File: config.mk
export PLATFORM = sky130hd
export DESIGN_NAME = vchain_issue_ctl
export DESIGN_NICKNAME = d
export VERILOG_FILES = /design/src/rtl/vchain_pkg.sv /design/src/rtl/vchain_vreg_track.sv /design/src/rtl/vchain_unit_track.sv /design/src/rtl/vchain_sreg_track.sv /design/src/rtl/vchain_issue_ctl.sv
export SDC_FILE = /design/constraint.sdc
export NUM_CORES = 1
export LEC_CHECK = 0
export BUFFER_PORTS_ARGS = -buffer_cell sky130_fd_sc_hd__buf_2
export CAP_MARGIN = 20
export CORE_ASPECT_RATIO = 0.5
export CORE_MARGIN = 8
export CORE_UTILIZATION = 45
export CTS_BUF_LIST = sky130_fd_sc_hd__clkbuf_2
export CTS_CLUSTER_DIAMETER = 120
export DETAILED_ROUTE_END_ITERATION = 10
export PLACE_DENSITY = 0.76
export SYNTH_ARGS = -nofsm -noshare
export SYNTH_HDL_FRONTEND = slang
export SYNTH_HIERARCHICAL = 1
export SYNTH_SLANG_ARGS = --single-unit
File: constraint.sdc
create_clock -name clk -period 10.9 [get_ports clk]
set_input_delay 0.545 -clock clk [delete_from_list [all_inputs] [get_ports clk]]
set_output_delay 0.545 -clock clk [all_outputs]
set_load 0.05 [all_outputs]
File: src/rtl/vchain_pkg.sv
package vchain_pkg;
  typedef enum logic [1:0] {
    VS_IDLE = 2'd0,
    VS_RSV  = 2'd1,
    VS_CHN  = 2'd2
  } vstate_e;
endpackage

File: src/rtl/vchain_vreg_track.sv
// Per vector register: status and producing unit.
module vchain_vreg_track
  import vchain_pkg::*;
#(
  parameter int NV = 8,
  parameter int UW = 3,
  localparam int VW = $clog2(NV),
  localparam int NSLOT = 1 << UW
) (
  input  logic              clk,
  input  logic              rst_n,
  input  logic              issue,
  input  logic              vdst_en,
  input  logic [VW-1:0]     vdst,
  input  logic [UW-1:0]     unit,
  input  logic [NSLOT-1:0]  first_now,
  input  logic [NSLOT-1:0]  last_now,
  output logic [2*NV-1:0]   state_flat,
  output logic [UW*NV-1:0]  prod_flat,
  output logic [NV-1:0]     slot
);
  for (genvar g = 0; g < NV; g++) begin : g_reg
    vstate_e        st;
    logic [UW-1:0]  pd;

    always_ff @(posedge clk or negedge rst_n) begin
      if (!rst_n) begin
        st <= VS_IDLE;
        pd <= '0;
      end else if (issue && vdst_en && (vdst == VW'(g))) begin
        st <= VS_RSV;
        pd <= unit;
      end else begin
        case (st)
          VS_RSV:  if (first_now[pd]) st <= last_now[pd] ? VS_IDLE : VS_CHN;
          VS_CHN:  if (last_now[pd])  st <= VS_IDLE;
          default: st <= st;
        endcase
      end
    end

    assign slot[g]                 = (st == VS_RSV) && first_now[pd];
    assign state_flat[2*g +: 2]    = st;
    assign prod_flat[UW*g +: UW]   = pd;
  end
endmodule

File: src/rtl/vchain_unit_track.sv
// Busy flags for compute units and the memory pseudo unit (slot NU).
module vchain_unit_track #(
  parameter int NU = 6,
  parameter int UW = 3,
  parameter int MEM_LAT = 7,
  localparam int NSLOT = 1 << UW,
  localparam int CW = $clog2(MEM_LAT + 1)
) (
  input  logic              clk,
  input  logic              rst_n,
  input  logic              occupy,
  input  logic              load_go,
  input  logic [UW-1:0]     unit,
  input  logic [NU-1:0]     fu_first,
  input  logic [NU-1:0]     fu_last,
  input  logic              mem_last,
  output logic [NSLOT-1:0]  busy,
  output logic [NSLOT-1:0]  first_now,
  output logic [NSLOT-1:0]  last_now
);
  logic [CW-1:0] lat_cnt;

  always_comb begin
    first_now = '0;
    last_now  = '0;
    first_now[NU-1:0] = fu_first;
    last_now[NU-1:0]  = fu_last;
    first_now[NU]     = (lat_cnt == CW'(1));
    last_now[NU]      = mem_last;
  end

  always_ff @(posedge clk or negedge rst_n) begin
    if (!rst_n)              lat_cnt <= '0;
    else if (load_go)        lat_cnt <= CW'(MEM_LAT);
    else if (lat_cnt != '0)  lat_cnt <= lat_cnt - CW'(1);
  end

  for (genvar u = 0; u < NSLOT; u++) begin : g_unit
    always_ff @(posedge clk or negedge rst_n) begin
      if (!rst_n)                          busy[u] <= 1'b0;
      else if (occupy && unit == UW'(u))   busy[u] <= 1'b1;
      else if (last_now[u])                busy[u] <= 1'b0;
    end
  end
endmodule

File: src/rtl/vchain_sreg_track.sv
// Single-result reservation bits for a scalar or address register file.
module vchain_sreg_track #(
  parameter int N = 8,
  localparam int IW = $clog2(N)
) (
  input  logic          clk,
  input  logic          rst_n,
  input  logic          set_en,
  input  logic [IW-1:0] set_idx,
  input  logic          wr_en,
  input  logic [IW-1:0] wr_idx,
  output logic [N-1:0]  rsv
);
  for (genvar r = 0; r < N; r++) begin : g_bit
    always_ff @(posedge clk or negedge rst_n) begin
      if (!rst_n)                              rsv[r] <= 1'b0;
      else if (set_en && set_idx == IW'(r))    rsv[r] <= 1'b1;
      else if (wr_en && wr_idx == IW'(r))      rsv[r] <= 1'b0;
    end
  end
endmodule

File: src/rtl/vchain_issue_ctl.sv
module vchain_issue_ctl
  import vchain_pkg::*;
#(
  parameter int NV = 8,
  parameter int NS = 8,
  parameter int NA = 8,
  parameter int NU = 6,
  parameter int MEM_LAT = 7,
  localparam int VW = $clog2(NV),
  localparam int SW = $clog2(NS),
  localparam int AW = $clog2(NA),
  localparam int UW = $clog2(NU + 1),
  localparam int NSLOT = 1 << UW
) (
  input  logic            clk,
  input  logic            rst_n,
  input  logic            iss_valid,
  output logic            iss_ready,
  input  logic [1:0]      iss_vsrc_en,
  input  logic [VW-1:0]   iss_vsrc0,
  input  logic [VW-1:0]   iss_vsrc1,
  input  logic            iss_vdst_en,
  input  logic [VW-1:0]   iss_vdst,
  input  logic [UW-1:0]   iss_unit,
  input  logic            iss_mem_load,
  input  logic            iss_mem_store,
  input  logic [NS-1:0]   iss_s_use,
  input  logic [NA-1:0]   iss_a_use,
  input  logic            iss_sdst_en,
  input  logic [SW-1:0]   iss_sdst,
  input  logic            iss_adst_en,
  input  logic [AW-1:0]   iss_adst,
  input  logic            s_wr_en,
  input  logic [SW-1:0]   s_wr_idx,
  input  logic            a_wr_en,
  input  logic [AW-1:0]   a_wr_idx,
  input  logic [NU-1:0]   fu_first,
  input  logic [NU-1:0]   fu_last,
  input  logic            mem_last,
  output logic [1:0]      fwd_en,
  output logic [UW-1:0]   fwd_unit0,
  output logic [UW-1:0]   fwd_unit1,
  output logic [2*NV-1:0] vreg_state
);
  logic             issue, mem_op, vec_op;
  logic [UW-1:0]    unit_eff;
  logic [NSLOT-1:0] busy, first_now, last_now;
  logic [UW*NV-1:0] prod_flat;
  logic [NV-1:0]    slot;
  logic [NS-1:0]    s_rsv;
  logic [NA-1:0]    a_rsv;
  logic [VW-1:0]    src_idx [2];
  logic [UW-1:0]    src_unit [2];
  logic [1:0]       src_ok, can_fwd;
  logic             dst_ok, unit_ok, scal_ok;

  assign mem_op   = iss_mem_load | iss_mem_store;
  assign vec_op   = iss_vdst_en | (|iss_vsrc_en) | mem_op;
  assign unit_eff = mem_op ? UW'(NU) : iss_unit;
  assign src_idx[0] = iss_vsrc0;
  assign src_idx[1] = iss_vsrc1;

  for (genvar i = 0; i < 2; i++) begin : g_src
    vstate_e st;
    assign st          = vstate_e'(vreg_state[2*int'(src_idx[i]) +: 2]);
    assign src_unit[i] = prod_flat[UW*int'(src_idx[i]) +: UW];
    assign can_fwd[i]  = iss_vsrc_en[i] && (st == VS_RSV) && slot[src_idx[i]] && !iss_mem_store;
    assign src_ok[i]   = !iss_vsrc_en[i] || (st == VS_IDLE) || can_fwd[i];
  end

  assign dst_ok  = !iss_vdst_en ||
                   (vstate_e'(vreg_state[2*int'(iss_vdst) +: 2]) == VS_IDLE);
  assign unit_ok = !vec_op || !busy[unit_eff];
  assign scal_ok = ((iss_s_use & s_rsv) == '0) && ((iss_a_use & a_rsv) == '0) &&
                   !(iss_sdst_en && s_rsv[iss_sdst]) && !(iss_adst_en && a_rsv[iss_adst]);

  assign iss_ready = (&src_ok) && dst_ok && unit_ok && scal_ok;
  assign issue     = iss_valid && iss_ready;
  assign fwd_en    = issue ? can_fwd : 2'b00;
  assign fwd_unit0 = src_unit[0];
  assign fwd_unit1 = src_unit[1];

  vchain_unit_track #(.NU(NU), .UW(UW), .MEM_LAT(MEM_LAT)) u_units (
    .clk(clk), .rst_n(rst_n),
    .occupy(issue && vec_op), .load_go(issue && iss_mem_load), .unit(unit_eff),
    .fu_first(fu_first), .fu_last(fu_last), .mem_last(mem_last),
    .busy(busy), .first_now(first_now), .last_now(last_now)
  );

  vchain_vreg_track #(.NV(NV), .UW(UW)) u_vregs (
    .clk(clk), .rst_n(rst_n),
    .issue(issue), .vdst_en(iss_vdst_en), .vdst(iss_vdst), .unit(unit_eff),
    .first_now(first_now), .last_now(last_now),
    .state_flat(vreg_state), .prod_flat(prod_flat), .slot(slot)
  );

  vchain_sreg_track #(.N(NS)) u_sregs (
    .clk(clk), .rst_n(rst_n),
    .set_en(issue && iss_sdst_en), .set_idx(iss_sdst),
    .wr_en(s_wr_en), .wr_idx(s_wr_idx), .rsv(s_rsv)
  );

  vchain_sreg_track #(.N(NA)) u_aregs (
    .clk(clk), .rst_n(rst_n),
    .set_en(issue && iss_adst_en), .set_idx(iss_adst),
    .wr_en(a_wr_en), .wr_idx(a_wr_idx), .rsv(a_rsv)
  );
endmodule

==> flow_metrics.tcl, run 1 <==
set metrics [dict create \
    status "completed" \
    max_cap_viol_count 0 \
    syn2layout_area_growth_pct 10.9 \
    fin_area_mm2 0.00605 \
    grt_use_total_pct 21.1 \
    cp.required_ns 11.34 \
    post-route-min-period_ns 5.08 \
    nFillCells 1071 \
    rsz0062_at_grt "no" \
    drive_gt1_share_pct 34.2 \
    finalSetupViolations 0 \
    final_cell_mix "buf_2 (89), dfrtp_1 (67), mux4_2 (40), mux2_2 (38), nand2_1 (38)" \
    placed_area_mm2 0.00593 \
    cts_hold_buf 0 \
    post_cts_resized 0 \
    synth_area_leaders "dfrtp_1 (31%), mux4_2 (17%), mux2_2 (7.8%), mux2i_1 (4.8%), mux4_1 (4.3%)" \
    hpwl_mm 12.4 \
    via_per_inst 6.64 \
    synth.distinct_cells 64 \
    ios 90 \
    antenna_cells 0 \
    fin_skew_ns 0.0270 \
    cts_root_buf "clkbuf_2" \
    yosys.area_share.simple_pct 18.3 \
    cpMostUsedCell "nor2b_1" \
    fin_nets 630 \
    cts_buffer_depth 2 \
    p_leak_nw 2.55 \
    synth_edf_count 0 \
    grt_pass1_wl_mm 26.3 \
    htree_levels 3 \
    die-area_mm2 0.0161 \
    max_stage_delay_ns 0.58 \
    post_cts_buffers 0 \
    start_util_pct 46.2 \
    arrival_ns 5.52 \
    final_hold_viol_count 0 \
    clk_pin_slew_ns 0.22 \
    instances_no_fill 732 \
    gp_congestion 0.894 \
    synth_top_area_share_pct 30.7 \
    dp_cells 716 \
    syn-cell-area_mm2 0.00545 \
    worstSetupPathType "reg -> reg" \
    synth.yosys.seq_area_share_pct 30.7 \
    vdd_drop_max_uv 88.1 \
    drt-total-wl_mm 16.8 \
    antenna_found_initial 0 \
    cp_cell_sequence "inv_1, ha_1, nor2b_1, mux4_2, nor2_1, a311oi_1, nor2b_1, mux4_2, nor2b_1, nor4_1, o31ai_1, nor4_1, nand3b_1, nor3_1, mux2_2" \
    powerDensity_mw_per_mm2 219 \
    startpoint_type "flip-flop" \
    mostFrequentLayoutCell "buf_2" \
    cts_made_buffers 9 \
    cp_max_fo 8 \
    antenna_left 0 \
    dr.pass1.iters 5 \
    synth_area_leader_cell "dfrtp_1" \
    core_mm2 0.0118 \
    synth_compound_area_share_pct 11.8 \
    hold_class "in -> async" \
    synthMuxAreaShare_pct 33.7 \
    synth_adder_area_share_pct 0.688 \
    synth_flop_cell "dfrtp_1" \
    grt_overflow 0 \
    critPathTopFamily "simple AND/OR/NAND/NOR gates" \
    max_freq_mhz 197 \
    wl_per_cell_um 22.9 \
    syn-instance-count 489 \
    fin_setup_tns_ns 0 \
    synth_xor_area_share_pct 0 \
    io_buffers 89 \
    ys_seq_elements 67 \
    tritoncts "done" \
    end_kind "flip-flop" \
    die_y_um 93.8 \
    path_buf_inv 1 \
    drc 0 \
    vias 4857 \
    critPathSlowestCell "nor2b_1" \
    grt_max_degree 68 \
    drt_iter0_drc 691 \
    max_slew_margin_pct 34.5 \
    fin_crit_sh_pct 46.6 \
    maxSlewViolCount 0 \
    clock-sinks 67 \
    ys_warn_count 6 \
    worstMarginPinSlew_ns 0.973 \
    avgSynthCellArea_um2 11.2 \
    async_reset_ff_share_pct 100 \
    num_rows 28 \
    grt_pass1_vias 4718 \
    worstSkewPairLatency_ns 0.55 \
    fp.dieW_um 172 \
    synth_top_family_by_area "multiplexers" \
]
cell type report:
type | instances | area, um2 | area share [%]
clock buffer | 9 | 45.0 | 0.745
sequential | 67 | 1680 | 27.7
inverter | 17 | 63.8 | 1.06
timing repair buffer | 91 | 460 | 7.62
multi-input combinational | 376 | 3520 | 58.3
clock inverter | 7 | 68.8 | 1.14
tap | 165 | 206 | 3.41
state kept, by name (all words and copies together), names as in the netlist:
name,count
u_aregs/rsv,8
u_sregs/rsv,8
u_units/busy,8
u_units/lat_cnt,3
u_vregs/g.pd,24
u_vregs/g.st,16
path summary, 6_finish.rpt:
path | startpoint | end | slack [ns] | depth (start not counted)
setup / recovery | u_units/lat_cnt[1] | u_vregs/g_reg[0].pd[0] | 5.82 | 15
hold / removal | rst_n | u_vregs/g_reg[6].pd[0] | 0.17 | 2
setup reg to reg | u_units/lat_cnt[1] | u_vregs/g_reg[0].pd[0] | 5.82 | 15
hold reg to reg | u_units/busy[7] | u_units/busy[7] | 0.51 | 1
max in group asynchronous | rst_n | u_units/lat_cnt[2] | 10.16 | 2
min in group clk | iss_adst[0] | u_aregs/rsv[7] | 0.28 | 3
cells in the mapped netlist (4+ instances only):
| library cell | instances |
|---|---|
| dfrtp_1 | 67 |
| o21ai_0 | 14 |
| buf_4 | 15 |
| nand3_1 | 7 |
| mux4_2 | 40 |
| nand4bb_1 | 7 |
| a21oi_1 | 7 |
| nor2_1 | 37 |
| mux2_2 | 38 |
| o211ai_1 | 4 |
| nand3b_1 | 10 |
| buf_2 | 6 |
| a22o_1 | 9 |
| nor2b_1 | 19 |
| nor4_1 | 11 |
| mux4_1 | 9 |
| o22ai_1 | 7 |
| nand4_1 | 5 |
| nand4b_1 | 6 |
| nand2b_1 | 12 |
| mux2i_1 | 26 |
| o2bb2ai_1 | 4 |
| a22oi_1 | 4 |
| nand2_1 | 38 |
| a32o_1 | 11 |
| inv_1 | 15 |
| buf_1 | 5 |
logic make-up (layout without fill, tap and decap cells):
group	after synthesis	count (layout)
AOI/OAI and AO/OA	82	82
adders and majority gates	3	3
buffers and inverters	47	124
DFF	67	67
muxes	114	114
other	1	2
and+or+nand+nor	175	175
layer usage:
layer / vias to the layer above / global-route usage [%] / routed length [um]
met3: 62 / 5.66 / 1840
met1: 2422 / 27.5 / 6850
met4: 0 / 9.06 / 622
met5: - / 0 / 0
met2: 298 / 32.7 / 7450
li1: 2075 / - / -
report_power, final:
part | leakage [nW] | internal (mW) | total, mW | switching, mW
Sequential | 0.899 | 0.332 | 0.496 | 0.163
Clock | 0.0592 | 0.0514 | 0.150 | 0.0990
Combinational | 1.60 | 0.333 | 0.680 | 0.347
Total | 2.55 | 0.717 | 1.33 | 0.610
worst register-to-register path, delay by kind of cell (launching register included):
kind | cells | cell delay, ns
mux | 3 | 1.04
buf+inv | 1 | 0.10
flops | 1 | 0.41
simple gates | 8 | 2.62
fa+ha+maj | 1 | 0.15
compound gates | 2 | 0.67
through the flow:
| stage | util (%) | hold WS (ns) | setup slack, ns | total power, mW |
|---|---|---|---|---|
| finish | 51.2 | 0.174 | 5.82 | 1.33 |
| global route | 51.2 | 0.204 | 5.52 | 1.40 |
| CTS | 51.2 | 0.185 | 5.91 | 1.32 |
| detailed placement | 50.2 | 0.465 | 6.01 | 1.17 |
| global placement | 50.2 | 0.461 | 6.31 | 1.15 |
| floorplan | - | 0.249 | 6.40 | 0.990 |
No activity file was read; power rests on OpenSTA's default activity.
==> inputs of run 2 (changes only) <==
--- a/config.mk
+++ b/config.mk
@@ -13,7 +13,7 @@
 export CTS_BUF_LIST = sky130_fd_sc_hd__clkbuf_2
 export CTS_CLUSTER_DIAMETER = 120
 export DETAILED_ROUTE_END_ITERATION = 10
-export PLACE_DENSITY = 0.76
+export PLACE_DENSITY = 0.79
 export SYNTH_ARGS = -nofsm -noshare
 export SYNTH_HDL_FRONTEND = slang
 export SYNTH_HIERARCHICAL = 1
==> constraint.sdc (replaced) <==
create_clock -name clk -period 4.1 [get_ports clk]
set_input_delay 0.205 -clock clk [delete_from_list [all_inputs] [get_ports clk]]
set_output_delay 0.205 -clock clk [all_outputs]
set_load 0.05 [all_outputs]
==> run 2 against run 1 <==
Sequential share of layout area fell by 2.5 points. Clock power increased to 3.2 times the previous value. Register-to-register slack worse by 5.7 ns. Critical path type is now reg -> out. Die area is the same. Count of clock-buffer cells in the layout unchanged. Worst hold slack worse by 0.11 ns.
==> flow_metrics.tcl, run 2 (synthesis results as in run 1) <==
set metrics [dict create \
    status "completed" \
    cp_max_fo 8 \
    cts_root_buf "clkbuf_2" \
    fin_hold_ws_ns 0.0594 \
    vdd_drop_max_uv 272 \
    max_freq_mhz 251 \
    grt_pass1_wl_mm 26.4 \
    gp_congestion 0.972 \
    postLayoutCoreUtil_pct 56.4 \
    final_cell_mix "buf_2 (87), dfrtp_1 (67), mux4_2 (40), mux2_2 (38), nand2_1 (38)" \
    fin_crit_sh_pct 97.4 \
    via_per_inst 6.35 \
    grt_use_total_pct 21.0 \
    drc 0 \
    finalSetupViolations 0 \
    hold_class "in -> reg" \
    num_rows 28 \
    regMostFlops "u_vregs/g.pd" \
    die-area_mm2 0.0161 \
    fin_nets 681 \
    rsz0062_at_grt "yes" \
    tritoncts "done" \
    fin_skew_ns 0.0178 \
    worstSetupPathType "reg -> out" \
    htree_levels 3 \
    cp.required_ns 3.89 \
    max_stage_delay_ns 0.42 \
    cts_buffer_depth 2 \
    largest_reg_flops 24 \
    grt_overflow 0 \
    worstMarginPinSlew_ns 1.21 \
    drt-total-wl_mm 17.2 \
    fp.dieW_um 172 \
    grt_use_met2_pct 34.6 \
    maxSlewViolCount 0 \
    cts_made_buffers 9 \
    cp_cell_sequence "inv_1, ha_2, nor2b_4, mux4_2, nor2_1, a311oi_2, nor2b_4, mux4_2, nor2b_4, nor4_4, o31ai_2, buf_4, nor4_1, buf_4" \
    critPathSlowestCell "dfrtp_1" \
    antenna_left 0 \
    syn2layout_area_growth_pct 22.1 \
    core_mm2 0.0118 \
    grt_max_degree 43 \
    p_leak_nw 2.83 \
    worstSkewPairLatency_ns 0.55 \
    drive_gt1_share_pct 37.5 \
    vias 4973 \
    instances_no_fill 783 \
    wl_per_cell_um 21.9 \
    gr-max-usage-layer "met2" \
    end_kind "output port" \
    arrival_ns 3.79 \
    die_y_um 93.8 \
    mostFrequentLayoutCell "buf_2" \
    top_regs "u_vregs/g.pd (24), u_vregs/g.st (16)" \
    critPathTopFamily "simple AND/OR/NAND/NOR gates" \
    cpMostUsedCell "nor2b_4" \
    ios 90 \
    start_util_pct 46.2 \
    max_cap_viol_count 0 \
    dp_cells 736 \
    startpoint_type "flip-flop" \
    clock-sinks 67 \
    grt_pass1_vias 4912 \
    max_slew_margin_pct 19.2 \
    post-route-min-period_ns 3.99 \
    antenna_cells 0 \
    final_hold_viol_count 0 \
    drt_iter0_drc 691 \
    antenna_found_initial 0 \
    dr.pass1.iters 5 \
    powerDensity_mw_per_mm2 570 \
    path_buf_inv 3 \
    io_buffers 89 \
    grt_use_met3_pct 5.53 \
    use_met1_pct 26.6 \
    clk_pin_slew_ns 0.19 \
    hpwl_mm 12.2 \
]
==> run 2: timing repair <==
action                     CTS  global route
setup endpoints to repair    6            40
hold buffers                29             0
hold endpoints to repair    59             0
resized for setup            4            18
setup buffers                0             2
pin swaps                    0             2
==> run 2: cell type report <==
type / count / area [um2]
fill: 962 / 5150
clock buffer: 9 / 45.0
tap: 165 / 206
sequential: 67 / 1680
clock inverter: 7 / 100
timing repair buffer: 142 / 933
inverter: 17 / 63.8
multi-input combinational: 376 / 3630
==> run 2: layer usage <==
layer	vias to the layer above	part of all wire (%)
met5	-	0
met4	0	2.5
met1	2448	39
met2	309	47
met3	44	11
li1	2172	-
==> run 2: per-stage QoR <==
stage	area (um2)	TNS [ns]	power (mW)	setup slack [ns]
finish	6660	0	3.79	0.108
global route	6660	-0.0647	3.99	-0.0361
CTS	6530	0	3.70	0.0361
detailed placement	6080	0	3.17	0.0414
global placement	6080	0	3.12	0.145
floorplan	5460	-0.126	2.63	-0.0629
==> run 2: path summary, 6_finish.rpt <==
path                               startpoint                      to  slack [ns]  cells after the start
min in group asynchronous               rst_n  u_vregs/g_reg[5].pd[1]        0.09                      2
max in group asynchronous               rst_n  u_vregs/g_reg[2].st[0]        3.07                      4
min                               s_wr_idx[1]          u_sregs/rsv[2]        0.06                      3
max reg2reg                u_units/lat_cnt[1]  u_vregs/g_reg[0].pd[1]        0.13                     16
min reg2reg                   u_units/busy[7]         u_units/busy[7]        0.49                      1
max                        u_units/lat_cnt[1]               iss_ready        0.11                     14
==> run 2: power breakdown <==
part           switching, mW  internal [mW]
Combinational          0.997          0.998
Sequential             0.440          0.884
Clock                  0.268          0.207
==> run 2: worst reg2reg max path: cells and delay by family, from the launching register on <==
family	cells	cell delay [ns]
AOI/OAI and AO/OA	2	0.44
adders and majority gates	1	0.18
and+or+nand+nor	8	1.69
DFF	1	0.42
muxes	3	0.88
buffers and inverters	2	0.27
==> inputs of run 3 (changes only) <==
--- a/config.mk
+++ b/config.mk
@@ -9,11 +9,12 @@
 export CAP_MARGIN = 20
 export CORE_ASPECT_RATIO = 0.5
 export CORE_MARGIN = 8
-export CORE_UTILIZATION = 45
+export CORE_UTILIZATION = 55
 export CTS_BUF_LIST = sky130_fd_sc_hd__clkbuf_2
 export CTS_CLUSTER_DIAMETER = 120
+export CTS_CLUSTER_SIZE = 12
 export DETAILED_ROUTE_END_ITERATION = 10
-export PLACE_DENSITY = 0.79
+export PLACE_DENSITY = 0.88
 export SYNTH_ARGS = -nofsm -noshare
 export SYNTH_HDL_FRONTEND = slang
 export SYNTH_HIERARCHICAL = 1
==> constraint.sdc (replaced) <==
create_clock -name clk -period 4.15 [get_ports clk]
set_input_delay 0.2075 -clock clk [delete_from_list [all_inputs] [get_ports clk]]
set_output_delay 0.2075 -clock clk [all_outputs]
set_load 0.05 [all_outputs]
==> run 3 against run 2 <==
First-iteration DRC count up 8.7%. Worst setup slack lost 0.052 ns. Largest cell class unchanged. Global-route usage rose by 4.4 points. Via count is 2.2% higher. Combinational power decreased by 3%. Critical path depth grew 2. Critical path type is now reg -> reg.
==> flow_metrics.tcl, run 3 (synthesis results as in run 1) <==
set metrics [dict create \
    fin_crit_sh_pct 98.6 \
    postLayoutCoreUtil_pct 66.0 \
    r2r-start "u_units/lat_cnt[1]" \
    tritoncts "done" \
    gp_congestion 0.911 \
    top_regs "u_vregs/g.pd (24), u_vregs/g.st (16)" \
    start_util_pct 57.2 \
    p_switching_mw 1.63 \
    r2r_end "u_vregs/g_reg[7].pd[0]" \
    end_kind "flip-flop" \
    combPwrFrac_pct 54.6 \
    power.share.sequential_pct 36.6 \
    seq_area_mm2 0.00168 \
    max_slew_margin_pct 49.4 \
    drt-total-wl_mm 17.2 \
    hpwl_mm 12.1 \
    power_mw 3.54 \
    antenna_found_initial 0 \
    drt_iter0_drc 751 \
    powerDensity_mw_per_mm2 563 \
    regMostFlops "u_vregs/g.pd" \
    wl_per_cell_um 23.5 \
    rsz0062_at_grt "yes" \
    r2r_cells 16 \
    switching_share_pct 46.2 \
    path_buf_inv 2 \
    grt_use_total_pct 25.3 \
    via_per_inst 6.95 \
    die_y_um 86.4 \
    fin_area_mm2 0.00629 \
    cts_made_buffers 9 \
    final_hold_viol_count 0 \
    max_stage_delay_ns 0.41 \
    max_freq_mhz 244 \
    multiInputGateArea_mm2 0.00359 \
    htree_levels 3 \
    fin_setup_tns_ns 0 \
    clk_pin_slew_ns 0.20 \
    clkPwrFrac_pct 8.8 \
    vias 5081 \
    critPathSlowestCell "dfrtp_1" \
    cts_buffer_depth 2 \
    dr.pass1.iters 5 \
    clock-sinks 67 \
    placed_area_mm2 0.00599 \
    ios 90 \
    post-route-min-period_ns 4.09 \
    whs_endpoint "u_units/busy[1]" \
    antenna_cells 0 \
    grt_pass1_vias 4981 \
    drc 0 \
    p_leak_nw 2.71 \
    core_mm2 0.00954 \
    mostFrequentLayoutCell "buf_2" \
    max_cap_viol_count 0 \
    finalSetupViolations 0 \
    grt_max_degree 39 \
    io_buffers 89 \
    cp_max_fo 8 \
    startpoint_type "flip-flop" \
    antenna_left 0 \
    hold_class "in -> reg" \
    fp.dieW_um 157 \
    cp.required_ns 4.58 \
    hold_start "fu_last[1]" \
    die-area_mm2 0.0135 \
    worstMarginPinSlew_ns 0.758 \
    fin_ws_ns 0.0560 \
    cts_root_buf "clkbuf_2" \
    internal_power_mw 1.91 \
    status "completed" \
    fin_nets 659 \
    final_cell_mix "buf_2 (87), dfrtp_1 (67), mux4_2 (40), nand2_1 (38), mux2_2 (37)" \
    hold_depth 2 \
    cp_cell_sequence "inv_1, ha_1, nor2b_4, mux4_2, nor2_1, a311oi_1, nor2b_1, mux4_2, nor2b_2, nor4_2, o31ai_2, nor4_2, nand3_1, nor2_1, buf_4, mux2_2" \
    dp_slack_ns -0.263 \
    critPathTopFamily "simple AND/OR/NAND/NOR gates" \
    syn2layout_area_growth_pct 15.4 \
    worstSkewPairLatency_ns 0.53 \
    grt_pass1_wl_mm 26.6 \
    vdd_drop_max_uv 353 \
    worstSetupPathType "reg -> reg" \
    grt_overflow 0 \
    maxSlewViolCount 0 \
    num_rows 25 \
    arrival_ns 4.52 \
    largest_reg_flops 24 \
    drive_gt1_share_pct 37.1 \
    nFillCells 687 \
    rrSetupSlack_ns 0.06 \
    fin_skew_ns 0.0399 \
]
==> run 3: cell count changes in the layout (fill, tap and decap cells not counted), moves of 3 or more <==
cell,change
buf_4,-6
nor4_4,-3
dlygate4sd3_1,-16
clkbuf_2,+3
nor4_2,+4
==> run 3: worst max path at each step <==
stage	start	end	slack, ns	cells past startpoint
after floorplan	u_units/lat_cnt[1]	fwd_en[1]	-0.02	12
after global placement	u_units/lat_cnt[1]	u_vregs/g_reg[0].pd[1]	0.01	15
after detailed placement	u_units/lat_cnt[1]	u_vregs/g_reg[0].pd[1]	-0.26	15
after CTS	u_units/lat_cnt[1]	u_vregs/g_reg[2].st[0]	0.05	15
after global routing	u_units/lat_cnt[1]	fwd_en[1]	-0.14	14
final	u_units/lat_cnt[1]	u_vregs/g_reg[7].pd[0]	0.06	16
==> run 3: final cells by class <==
type / count / share of cell area [%]
timing repair buffer: 120 / 11.4
clock inverter: 4 / 0.278
multi-input combinational: 376 / 57.0
inverter: 17 / 1.01
tap: 135 / 2.68
clock buffer: 12 / 0.954
sequential: 67 / 26.6
==> run 3: through the flow <==
stage          hold WS, ns  std cells
6_report            0.0529        731
4_1_cts            0.00567        728
2_1_floorplan      -0.0881        490
3_3_place_gp         0.275        699
3_5_place_dp         0.275        699
5_1_grt            0.00416        731
==> run 3: worst register-to-register path: stages (launching register included) <==
cell and delay (ns):
dfrtp_1 0.41, inv_1 0.11, ha_1 0.17, nor2b_4 0.26, mux4_2 0.28, nor2_1 0.04, a311oi_1 0.28, nor2b_1 0.21
mux4_2 0.26, nor2b_2 0.05, nor4_2 0.32, o31ai_2 0.15, nor4_2 0.40, nand3_1 0.36, nor2_1 0.22, buf_4 0.18
mux2_2 0.35
==> run 3: power by group through the flow <==
stage | Sequential, mW | Combinational (mW) | Clock [mW]
after floorplan | 1.28 | 1.32 | 0
after global placement | 1.27 | 1.75 | 0
after detailed placement | 1.29 | 1.81 | 0
after CTS | 1.28 | 1.85 | 0.319
after global routing | 1.33 | 2.03 | 0.345
final | 1.30 | 1.93 | 0.310
==> run 3: timing repair <==
item	4_1_cts	5_1_grt
hold endpoints to repair	38	0
pin swaps	0	1
hold buffers	13	0
setup endpoints to repair	36	38
gates resized for setup	5	11
setup buffers	0	2
==> run 3: per-layer routing <==
metal / wire, um / vias up / GRT usage (%) / part of all wire (%)
li1: - / 2126 / - / -
met1: 6560 / 2463 / 31.5 / 38
met2: 7680 / 410 / 39.1 / 45
met3: 2270 / 82 / 7.94 / 13
met4: 673 / 0 / 13.7 / 3.9
met5: 0 / - / 0 / 0
